==> src/rtl/gpio_eb_pkg.sv <==
package gpio_eb_pkg;

   localparam int ADDR_W = 11;
   localparam int DATA_W = 32;

   // bank word groups, selected by address bits [7:5]
   localparam logic [2:0] GRP_OUT  = 3'd0;
   localparam logic [2:0] GRP_IN   = 3'd1;
   localparam logic [2:0] GRP_SET  = 3'd2;
   localparam logic [2:0] GRP_CLR  = 3'd3;
   localparam logic [2:0] GRP_STAT = 3'd4;
   localparam logic [2:0] GRP_MSET = 3'd5;
   localparam logic [2:0] GRP_MCLR = 3'd6;

   localparam logic [ADDR_W-1:0] CFG_BASE = 11'h100;

   // configuration word fields
   localparam int CFG_DIR_BIT = 0;
   localparam int CFG_TRG_LSB = 3;

   typedef enum logic [1:0] {
      TRG_OFF  = 2'd0,
      TRG_RISE = 2'd1,
      TRG_FALL = 2'd2,
      TRG_ANY  = 2'd3
   } trig_e;

endpackage

==> src/rtl/gpio_eb_sync.sv <==
module gpio_eb_sync #(
   parameter int W      = 32,
   parameter int STAGES = 2
) (
   input  logic         clk_i,
   input  logic         rst_ni,
   input  logic [W-1:0] d_i,
   output logic [W-1:0] q_o
);

   if (STAGES < 2) begin : g_bad_stages
      $error("gpio_eb_sync: STAGES must be at least 2");
   end

   logic [W-1:0] stg_q [STAGES];

   always_ff @(posedge clk_i or negedge rst_ni) begin
      if (!rst_ni) begin
         for (int i = 0; i < STAGES; i++) stg_q[i] <= '0;
      end else begin
         stg_q[0] <= d_i;
         for (int i = 1; i < STAGES; i++) stg_q[i] <= stg_q[i-1];
      end
   end

   assign q_o = stg_q[STAGES-1];

endmodule

==> src/rtl/gpio_eb_decode.sv <==
module gpio_eb_decode
   import gpio_eb_pkg::*;
#(
   parameter int NUM_BANKS = 2,
   parameter int BANK_W    = 32,
   localparam int NPINS    = NUM_BANKS * BANK_W,
   localparam int BANK_IW  = (NUM_BANKS > 1) ? $clog2(NUM_BANKS) : 1,
   localparam int PIN_IW   = (NPINS > 1) ? $clog2(NPINS) : 1
) (
   input  logic [ADDR_W-1:0]  addr_i,
   output logic               bank_hit_o,
   output logic [2:0]         grp_o,
   output logic [BANK_IW-1:0] bank_o,
   output logic               cfg_hit_o,
   output logic [PIN_IW-1:0]  pin_o
);

   logic              aligned;
   logic [2:0]        bank_full;
   logic [ADDR_W-1:0] cfg_off;

   always_comb begin
      aligned    = (addr_i[1:0] == 2'b00);
      bank_full  = addr_i[4:2];
      grp_o      = addr_i[7:5];
      bank_o     = bank_full[BANK_IW-1:0];
      bank_hit_o = aligned && (addr_i[10:8] == 3'd0) && (grp_o != 3'd7)
                   && ({29'd0, bank_full} < 32'(NUM_BANKS));
      cfg_off    = addr_i - CFG_BASE;
      cfg_hit_o  = aligned && (addr_i >= CFG_BASE)
                   && ({23'd0, cfg_off[ADDR_W-1:2]} < 32'(NPINS));
      pin_o      = cfg_off[2 +: PIN_IW];
   end

endmodule

==> src/rtl/gpio_eb_edge_unit.sv <==
module gpio_eb_edge_unit #(
   parameter int W = 32
) (
   input  logic         clk_i,
   input  logic         rst_ni,
   input  logic [W-1:0] level_i,
   input  logic [W-1:0] rise_en_i,
   input  logic [W-1:0] fall_en_i,
   input  logic [W-1:0] stat_clr_i,
   input  logic [W-1:0] mask_set_i,
   input  logic [W-1:0] mask_clr_i,
   output logic [W-1:0] status_o,
   output logic [W-1:0] mask_o,
   output logic         irq_o
);

   logic [W-1:0] prev_q, status_q, mask_q;
   logic [W-1:0] hit;

   assign hit = (level_i & ~prev_q & rise_en_i) | (~level_i & prev_q & fall_en_i);

   always_ff @(posedge clk_i or negedge rst_ni) begin
      if (!rst_ni) begin
         prev_q   <= '0;
         status_q <= '0;
         mask_q   <= '1;
      end else begin
         prev_q   <= level_i;
         status_q <= (status_q & ~stat_clr_i) | hit;
         mask_q   <= (mask_q | mask_set_i) & ~mask_clr_i;
      end
   end

   assign status_o = status_q;
   assign mask_o   = mask_q;
   assign irq_o    = |(status_q & ~mask_q);

   assert_w1c_clears_R7: assert property (@(posedge clk_i) disable iff (!rst_ni)
      ((stat_clr_i & ~hit) != '0) |=> ((status_q & $past(stat_clr_i & ~hit)) == '0));

   assert_edge_beats_clear_R10: assert property (@(posedge clk_i) disable iff (!rst_ni)
      ((stat_clr_i & hit) != '0) |=>
         ((status_q & $past(stat_clr_i & hit)) == $past(stat_clr_i & hit)));

   assert_trig_off_quiet_R2: assert property (@(posedge clk_i) disable iff (!rst_ni)
      ((status_q & ~$past(status_q) & ~$past(rise_en_i | fall_en_i)) == '0));

   assert_mask_set_R8: assert property (@(posedge clk_i) disable iff (!rst_ni)
      (mask_set_i != '0) |=> ((mask_q & $past(mask_set_i)) == $past(mask_set_i)));

endmodule

==> src/rtl/gpio_edge_bank.sv <==
module gpio_edge_bank
   import gpio_eb_pkg::*;
#(
   parameter int NUM_BANKS   = 2,
   parameter int BANK_W      = 32,
   parameter int SYNC_STAGES = 2,
   localparam int NPINS      = NUM_BANKS * BANK_W
) (
   input  logic              clk_i,
   input  logic              rst_ni,
   input  logic              req_i,
   input  logic              we_i,
   input  logic [ADDR_W-1:0] addr_i,
   input  logic [DATA_W-1:0] wdata_i,
   output logic [DATA_W-1:0] rdata_o,
   input  logic [NPINS-1:0]  pad_in_i,
   output logic [NPINS-1:0]  pad_out_o,
   output logic [NPINS-1:0]  pad_oe_o,
   output logic [NUM_BANKS-1:0] irq_o
);

   localparam int BANK_IW = (NUM_BANKS > 1) ? $clog2(NUM_BANKS) : 1;
   localparam int PIN_IW  = (NPINS > 1) ? $clog2(NPINS) : 1;

   if (NUM_BANKS < 1 || NUM_BANKS > 8) begin : g_bad_banks
      $error("gpio_edge_bank: NUM_BANKS must be 1..8");
   end
   if (BANK_W < 1 || BANK_W > DATA_W) begin : g_bad_width
      $error("gpio_edge_bank: BANK_W must be 1..32");
   end

   // ---------------- address decode ----------------
   logic               bank_hit, cfg_hit;
   logic [2:0]         grp;
   logic [BANK_IW-1:0] bank_sel;
   logic [PIN_IW-1:0]  pin_sel;
   logic               wr, rd;

   gpio_eb_decode #(.NUM_BANKS(NUM_BANKS), .BANK_W(BANK_W)) u_dec (
      .addr_i     (addr_i),
      .bank_hit_o (bank_hit),
      .grp_o      (grp),
      .bank_o     (bank_sel),
      .cfg_hit_o  (cfg_hit),
      .pin_o      (pin_sel)
   );

   assign wr = req_i && we_i;
   assign rd = req_i && !we_i;

   // ---------------- per-pin configuration ----------------
   logic [NPINS-1:0] is_input_q;
   trig_e            trig_q [NPINS];
   logic [NPINS-1:0] rise_en, fall_en;

   for (genvar p = 0; p < NPINS; p++) begin : g_pin
      always_ff @(posedge clk_i or negedge rst_ni) begin
         if (!rst_ni) begin
            is_input_q[p] <= 1'b1;
            trig_q[p]     <= TRG_OFF;
         end else if (wr && cfg_hit && (pin_sel == PIN_IW'(p))) begin
            is_input_q[p] <= wdata_i[CFG_DIR_BIT];
            trig_q[p]     <= trig_e'(wdata_i[CFG_TRG_LSB +: 2]);
         end
      end
      assign rise_en[p] = (trig_q[p] == TRG_RISE) || (trig_q[p] == TRG_ANY);
      assign fall_en[p] = (trig_q[p] == TRG_FALL) || (trig_q[p] == TRG_ANY);
   end

   assign pad_oe_o = ~is_input_q;

   // ---------------- input synchronizer ----------------
   logic [NPINS-1:0] in_sync;

   gpio_eb_sync #(.W(NPINS), .STAGES(SYNC_STAGES)) u_sync (
      .clk_i  (clk_i),
      .rst_ni (rst_ni),
      .d_i    (pad_in_i),
      .q_o    (in_sync)
   );

   // ---------------- per-bank outputs and interrupts ----------------
   logic [NPINS-1:0]  out_q;
   logic [BANK_W-1:0] stat_b [NUM_BANKS];
   logic [BANK_W-1:0] mask_b [NUM_BANKS];
   logic [BANK_W-1:0] wbits;

   assign wbits = wdata_i[BANK_W-1:0];

   for (genvar b = 0; b < NUM_BANKS; b++) begin : g_bank
      logic              sel;
      logic [BANK_W-1:0] set_v, clr_v, sclr_v, mset_v, mclr_v;

      assign sel    = wr && bank_hit && (bank_sel == BANK_IW'(b));
      assign set_v  = (sel && grp == GRP_SET)  ? wbits : '0;
      assign clr_v  = (sel && grp == GRP_CLR)  ? wbits : '0;
      assign sclr_v = (sel && grp == GRP_STAT) ? wbits : '0;
      assign mset_v = (sel && grp == GRP_MSET) ? wbits : '0;
      assign mclr_v = (sel && grp == GRP_MCLR) ? wbits : '0;

      always_ff @(posedge clk_i or negedge rst_ni) begin
         if (!rst_ni) out_q[b*BANK_W +: BANK_W] <= '0;
         else         out_q[b*BANK_W +: BANK_W] <= (out_q[b*BANK_W +: BANK_W] | set_v) & ~clr_v;
      end

      gpio_eb_edge_unit #(.W(BANK_W)) u_edge (
         .clk_i      (clk_i),
         .rst_ni     (rst_ni),
         .level_i    (in_sync[b*BANK_W +: BANK_W]),
         .rise_en_i  (rise_en[b*BANK_W +: BANK_W]),
         .fall_en_i  (fall_en[b*BANK_W +: BANK_W]),
         .stat_clr_i (sclr_v),
         .mask_set_i (mset_v),
         .mask_clr_i (mclr_v),
         .status_o   (stat_b[b]),
         .mask_o     (mask_b[b]),
         .irq_o      (irq_o[b])
      );
   end

   assign pad_out_o = out_q;

   // ---------------- read mux ----------------
   always_comb begin
      rdata_o = '0;
      if (rd && cfg_hit) begin
         rdata_o[CFG_DIR_BIT]      = is_input_q[pin_sel];
         rdata_o[CFG_TRG_LSB +: 2] = trig_q[pin_sel];
      end else if (rd && bank_hit) begin
         unique case (grp)
            GRP_OUT, GRP_SET, GRP_CLR: rdata_o[BANK_W-1:0] = out_q[bank_sel*BANK_W +: BANK_W];
            GRP_IN:                    rdata_o[BANK_W-1:0] = in_sync[bank_sel*BANK_W +: BANK_W];
            GRP_STAT:                  rdata_o[BANK_W-1:0] = stat_b[bank_sel];
            GRP_MSET, GRP_MCLR:        rdata_o[BANK_W-1:0] = mask_b[bank_sel];
            default:                   rdata_o = '0;
         endcase
      end
   end

   // ---------------- assertions ----------------
   assert_dir_output_R1: assert property (@(posedge clk_i) disable iff (!rst_ni)
      (wr && cfg_hit && !wdata_i[CFG_DIR_BIT]) |=> pad_oe_o[$past(pin_sel)]);

   assert_dir_input_R1: assert property (@(posedge clk_i) disable iff (!rst_ni)
      (wr && cfg_hit && wdata_i[CFG_DIR_BIT]) |=> !pad_oe_o[$past(pin_sel)]);

   assert_out_set_R4: assert property (@(posedge clk_i) disable iff (!rst_ni)
      (wr && bank_hit && grp == GRP_SET) |=>
         ((pad_out_o[$past(bank_sel)*BANK_W +: BANK_W] & $past(wbits)) == $past(wbits)));

   assert_out_clr_R5: assert property (@(posedge clk_i) disable iff (!rst_ni)
      (wr && bank_hit && grp == GRP_CLR) |=>
         ((pad_out_o[$past(bank_sel)*BANK_W +: BANK_W] & $past(wbits)) == '0));

endmodule

==> config.mk <==
export PLATFORM = sky130hd
export DESIGN_NAME = gpio_edge_bank
export DESIGN_NICKNAME = d
export VERILOG_FILES = /design/src/rtl/gpio_eb_pkg.sv /design/src/rtl/gpio_eb_sync.sv /design/src/rtl/gpio_eb_decode.sv /design/src/rtl/gpio_eb_edge_unit.sv /design/src/rtl/gpio_edge_bank.sv
export SDC_FILE = /design/constraint.sdc
export NUM_CORES = 1
export LEC_CHECK = 0
export ABC_AREA = 1
export BUFFER_PORTS_ARGS = -buffer_cell sky130_fd_sc_hd__buf_2
export CORE_ASPECT_RATIO = 1.2
export CORE_MARGIN = 4
export CORE_UTILIZATION = 46
export DETAILED_ROUTE_END_ITERATION = 7
export PLACE_DENSITY = 0.72
export REMOVE_ABC_BUFFERS = 1
export SLEW_MARGIN = 20
export SYNTH_ARGS = -nofsm -noshare
export SYNTH_HDL_FRONTEND = slang
export SYNTH_SLANG_ARGS = --single-unit
==> constraint.sdc <==
create_clock -name clk_i -period 2 [get_ports clk_i]
set_clock_uncertainty 0.2 [all_clocks]
set_input_delay 0 -clock clk_i [delete_from_list [all_inputs] [get_ports clk_i]]
set_output_delay 0 -clock clk_i [all_outputs]
set_load 0.01 [all_outputs]
==> flow_summary.toml <==
[status]
status = "complete, but fails checks"
violations = "negative setup slack"

[synthesis]
synthCells = 3300
synth_top_area_share_pct = 42.4
yosys.area.top_type = "dfrtp_1"
syn_area_per_cell_um2 = 8.02
synth_edf_count = 0
yosysSeqAreaShare_pct = 55.1
async_flop_share_pct = 100
mappedNetlistArea_um2 = 26500
synth_ff_type = "dfrtp_1"
synth_warnings = 0
synth.distinct_cells = 32
yosys-top-cells-count = "1082 x nand2_1, 448 x dfrtp_1, 337 x o21ai_0"
yosys.cell_count.top_type = "nand2_1"
synth_area_leaders = "dfrtp_1 42%, nand2_1 15%, dfstp_2 13%"
ys_seq_elements = 576

[placed_design]
hpwl_um = 63800
placed_area_um2 = 29800
gp_congestion = 0.991
portBuffers = 272

[global_route]
overflow = 0
grt_usage_pct = 31.1
antenna_found_initial = 3
grt_pass1_wl_um = 148000
grt_max_degree = 82
grt_pass1_vias = 25400

[clocking]
htree_levels = 2
clockRootBuffer = "clkbuf_16"
cts.path.max_buffers = 3
clock_latency_ns = 0.63
cts_tree = "built"
cts-buffers-inserted = 58
clkSlewWorstSetupHoldPaths_ns = 0.06
cts_sinks = 576

[setup_path]
rrSetupSlack_ns = 0.76
cp.depth = 13
crit_fanout = 2
required_ns = 1.80
crit_chain = "inv_2 -> o21ai_2 -> nand2_1 -> nand2_1 -> nand2_1 -> nand2_2 -> nor2_1 -> nor2_2 -> nor2_1 -> nand2_1 -> nand2_2 -> nand2_4 -> buf_6"
crit_slowest_cell = "dfstp_2"
worst-setup-path-type = "reg2out"
critical-path-top-delay-family = "simple AND/OR/NAND/NOR gates"
cp_common_cell = "nand2_1"
r2r_cells = 4
slowest_delay_ns = 0.54
r2r-start = "g_bank[0].u_edge.mask_o[17]"
start_kind = "flop"
timing.rr.end = "g_bank[0].u_edge.mask_o[17]"
cp-end-kind = "output port"
crit_arrival_ns = 2.23
critPathBufInv = 2

[finish]
final_area_um2 = 35200
fin_util_pct = 61.8
drive_gt1_share_pct = 22.6
fin_nets = 4028
area_growth_syn_to_layout_pct = 33.1

[detailed_routing]
vias_per_cell = 5.58
num_vias = 26200
firstDrtPassIters = 6
wire_per_inst_um = 21.0
wl_met1_um = 37100
drc = 0
wl_met2_um = 45300
dr.first_iter.drc_count = 2868
met3_length_um = 9440
wl_um = 98800
detail-route-antenna-nets = 0
routed.top_layer = "met5"

[die]
die_h_um = 271
rows = 96
die_area_um2 = 61500
die_w_um = 227
initial_utilization_pct = 46.4
core_area_um2 = 57100
num_io_pins = 273

[power_and_ir_drop]
power_density_nw_per_um2 = 726
vdd_drop_max_mv = 0.655
power_leakage_nw = 16.5

[timing]
hold_viol = 0
setup_viol = 8
slew_headroom_pct = 20.9
fmax_mhz = 411
period_minus_slack_ns = 2.43
worst_slew_pin_slew_ns = 1.18
layout_setup_ws_ns = -0.432
report.final.slew_viol_count = 0
finalCritPeriodShare_pct = 122
rsz0062_at_grt = "yes"
finalSetupTns_ns = -2.07

[min_path]
hp-start = "wdata_i[8]"
whs_path_depth = 4
min_to = "g_bank[1].u_edge.mask_o[8]"
hp-class = "in2reg"

[job]
cap_violations = 0
## flip-flops by register name (all words and copies together), names as in the netlist
register / flops
is_input_q: 64
u_sync.stg_q: 64
g_bank.u_edge.status_o: 64
g_bank.u_edge.mask_o: 64
u_sync.q_o: 64
trig_q: 128
g_bank.u_edge.prev_q: 64
pad_out_o: 64
## cells in the final DEF, fill, tap and decap left out, drive strengths merged
master / count
bufinv: 4
dlymetal6s4s: 1
dfrtp: 448
xor2: 1
nand2: 1085
or2: 1
dlygate4sd3: 236
nor2: 255
ha: 2
a22o: 1
buf: 486
diode: 1
a221oi: 6
nand4: 134
o211ai: 7
nor3: 6
clkbuf: 94
a21oi: 186
o21ai: 382
nand3: 88
inv: 326
clkinvlp: 2
o22ai: 10
nor4: 3
clkinv: 12
dfstp: 128
a31oi: 60
## logic make-up (layout without fill, tap and decap cells)
family,count (synthesis),count (layout),synth area share [%]
other,0,1,0
buffers and inverters,497,1161,7.60
AO/OA/AOI/OAI,652,652,12.8
XOR/XNOR,1,1,0.0331
AND/OR/NAND/NOR,1572,1572,24.4
adder cells (fa/ha/maj),2,2,0.0945
flip-flops,576,576,55.1
## repair_timing
item | CTS | global route
hold endpoints to repair | 1021 | 8
gates resized for setup | 132 | 127
setup endpoints to repair | 31 | 193
gates cloned | 0 | 2
setup buffers | 28 | 24
pin swaps | 60 | 56
hold buffers | 238 | 3
## routing by layer
metal | up-vias | global-route usage, %
li1 | 11900 | -
met1 | 12500 | 40.5
met2 | 1462 | 49.1
met3 | 361 | 6.02
met4 | 2 | 16.9
met5 | - | 0
## report_power, final
part / internal [mW] / leakage (nW) / switching, mW / total [mW]
sequential: 11.9 / 6.47 / 0.165 / 12.1
clock: 6.60 / 0.983 / 4.75 / 11.4
combinational: 0.802 / 9.00 / 1.34 / 2.14
total: 19.3 / 16.5 / 6.25 / 25.6
## worst register-to-register path, cell delays in order, from the launching register on
cell	delay (ns)
dfstp_2	0.55
inv_4	0.04
buf_6	0.11
buf_4	0.12
a21oi_1	0.15
## worst max-delay path by stage
stage	slack (ns)	from	end
after global placement	0.008	addr_i[8]	trig_q[64]
after global routing	-0.53	is_input_q[40]	rdata_o[0]
after detailed placement	-0.02	addr_i[8]	pad_out_o[46]
after floorplan	-1.75	addr_i[8]	g_bank[0].u_edge.status_o[0]
after CTS	-0.43	is_input_q[40]	rdata_o[0]
final	-0.43	is_input_q[24]	rdata_o[0]
## layout make-up
type	count	area (µm²)
inverters	326	1230
clock buffers	91	1780
diodes	1	2.50
repair buffers	726	6090
multi-input cells	2227	10400
well taps	735	920
fillers	4748	21800
clock inverters	18	218
flip-flops and latches	576	14600
## metrics by stage
step,instances,total power [mW],setup slack [ns],hold slack (ns)
after floorplan,3129,12.7,-1.75,-0.496
after global placement,4299,13.8,0.00790,-0.232
after detailed placement,4299,13.9,-0.0201,-0.231
after CTS,4672,25.5,-0.430,0.000347
after global routing,4699,26.3,-0.526,0.0194
final,4700,25.6,-0.432,0.0119
Power figures use the tool's default switching activity.
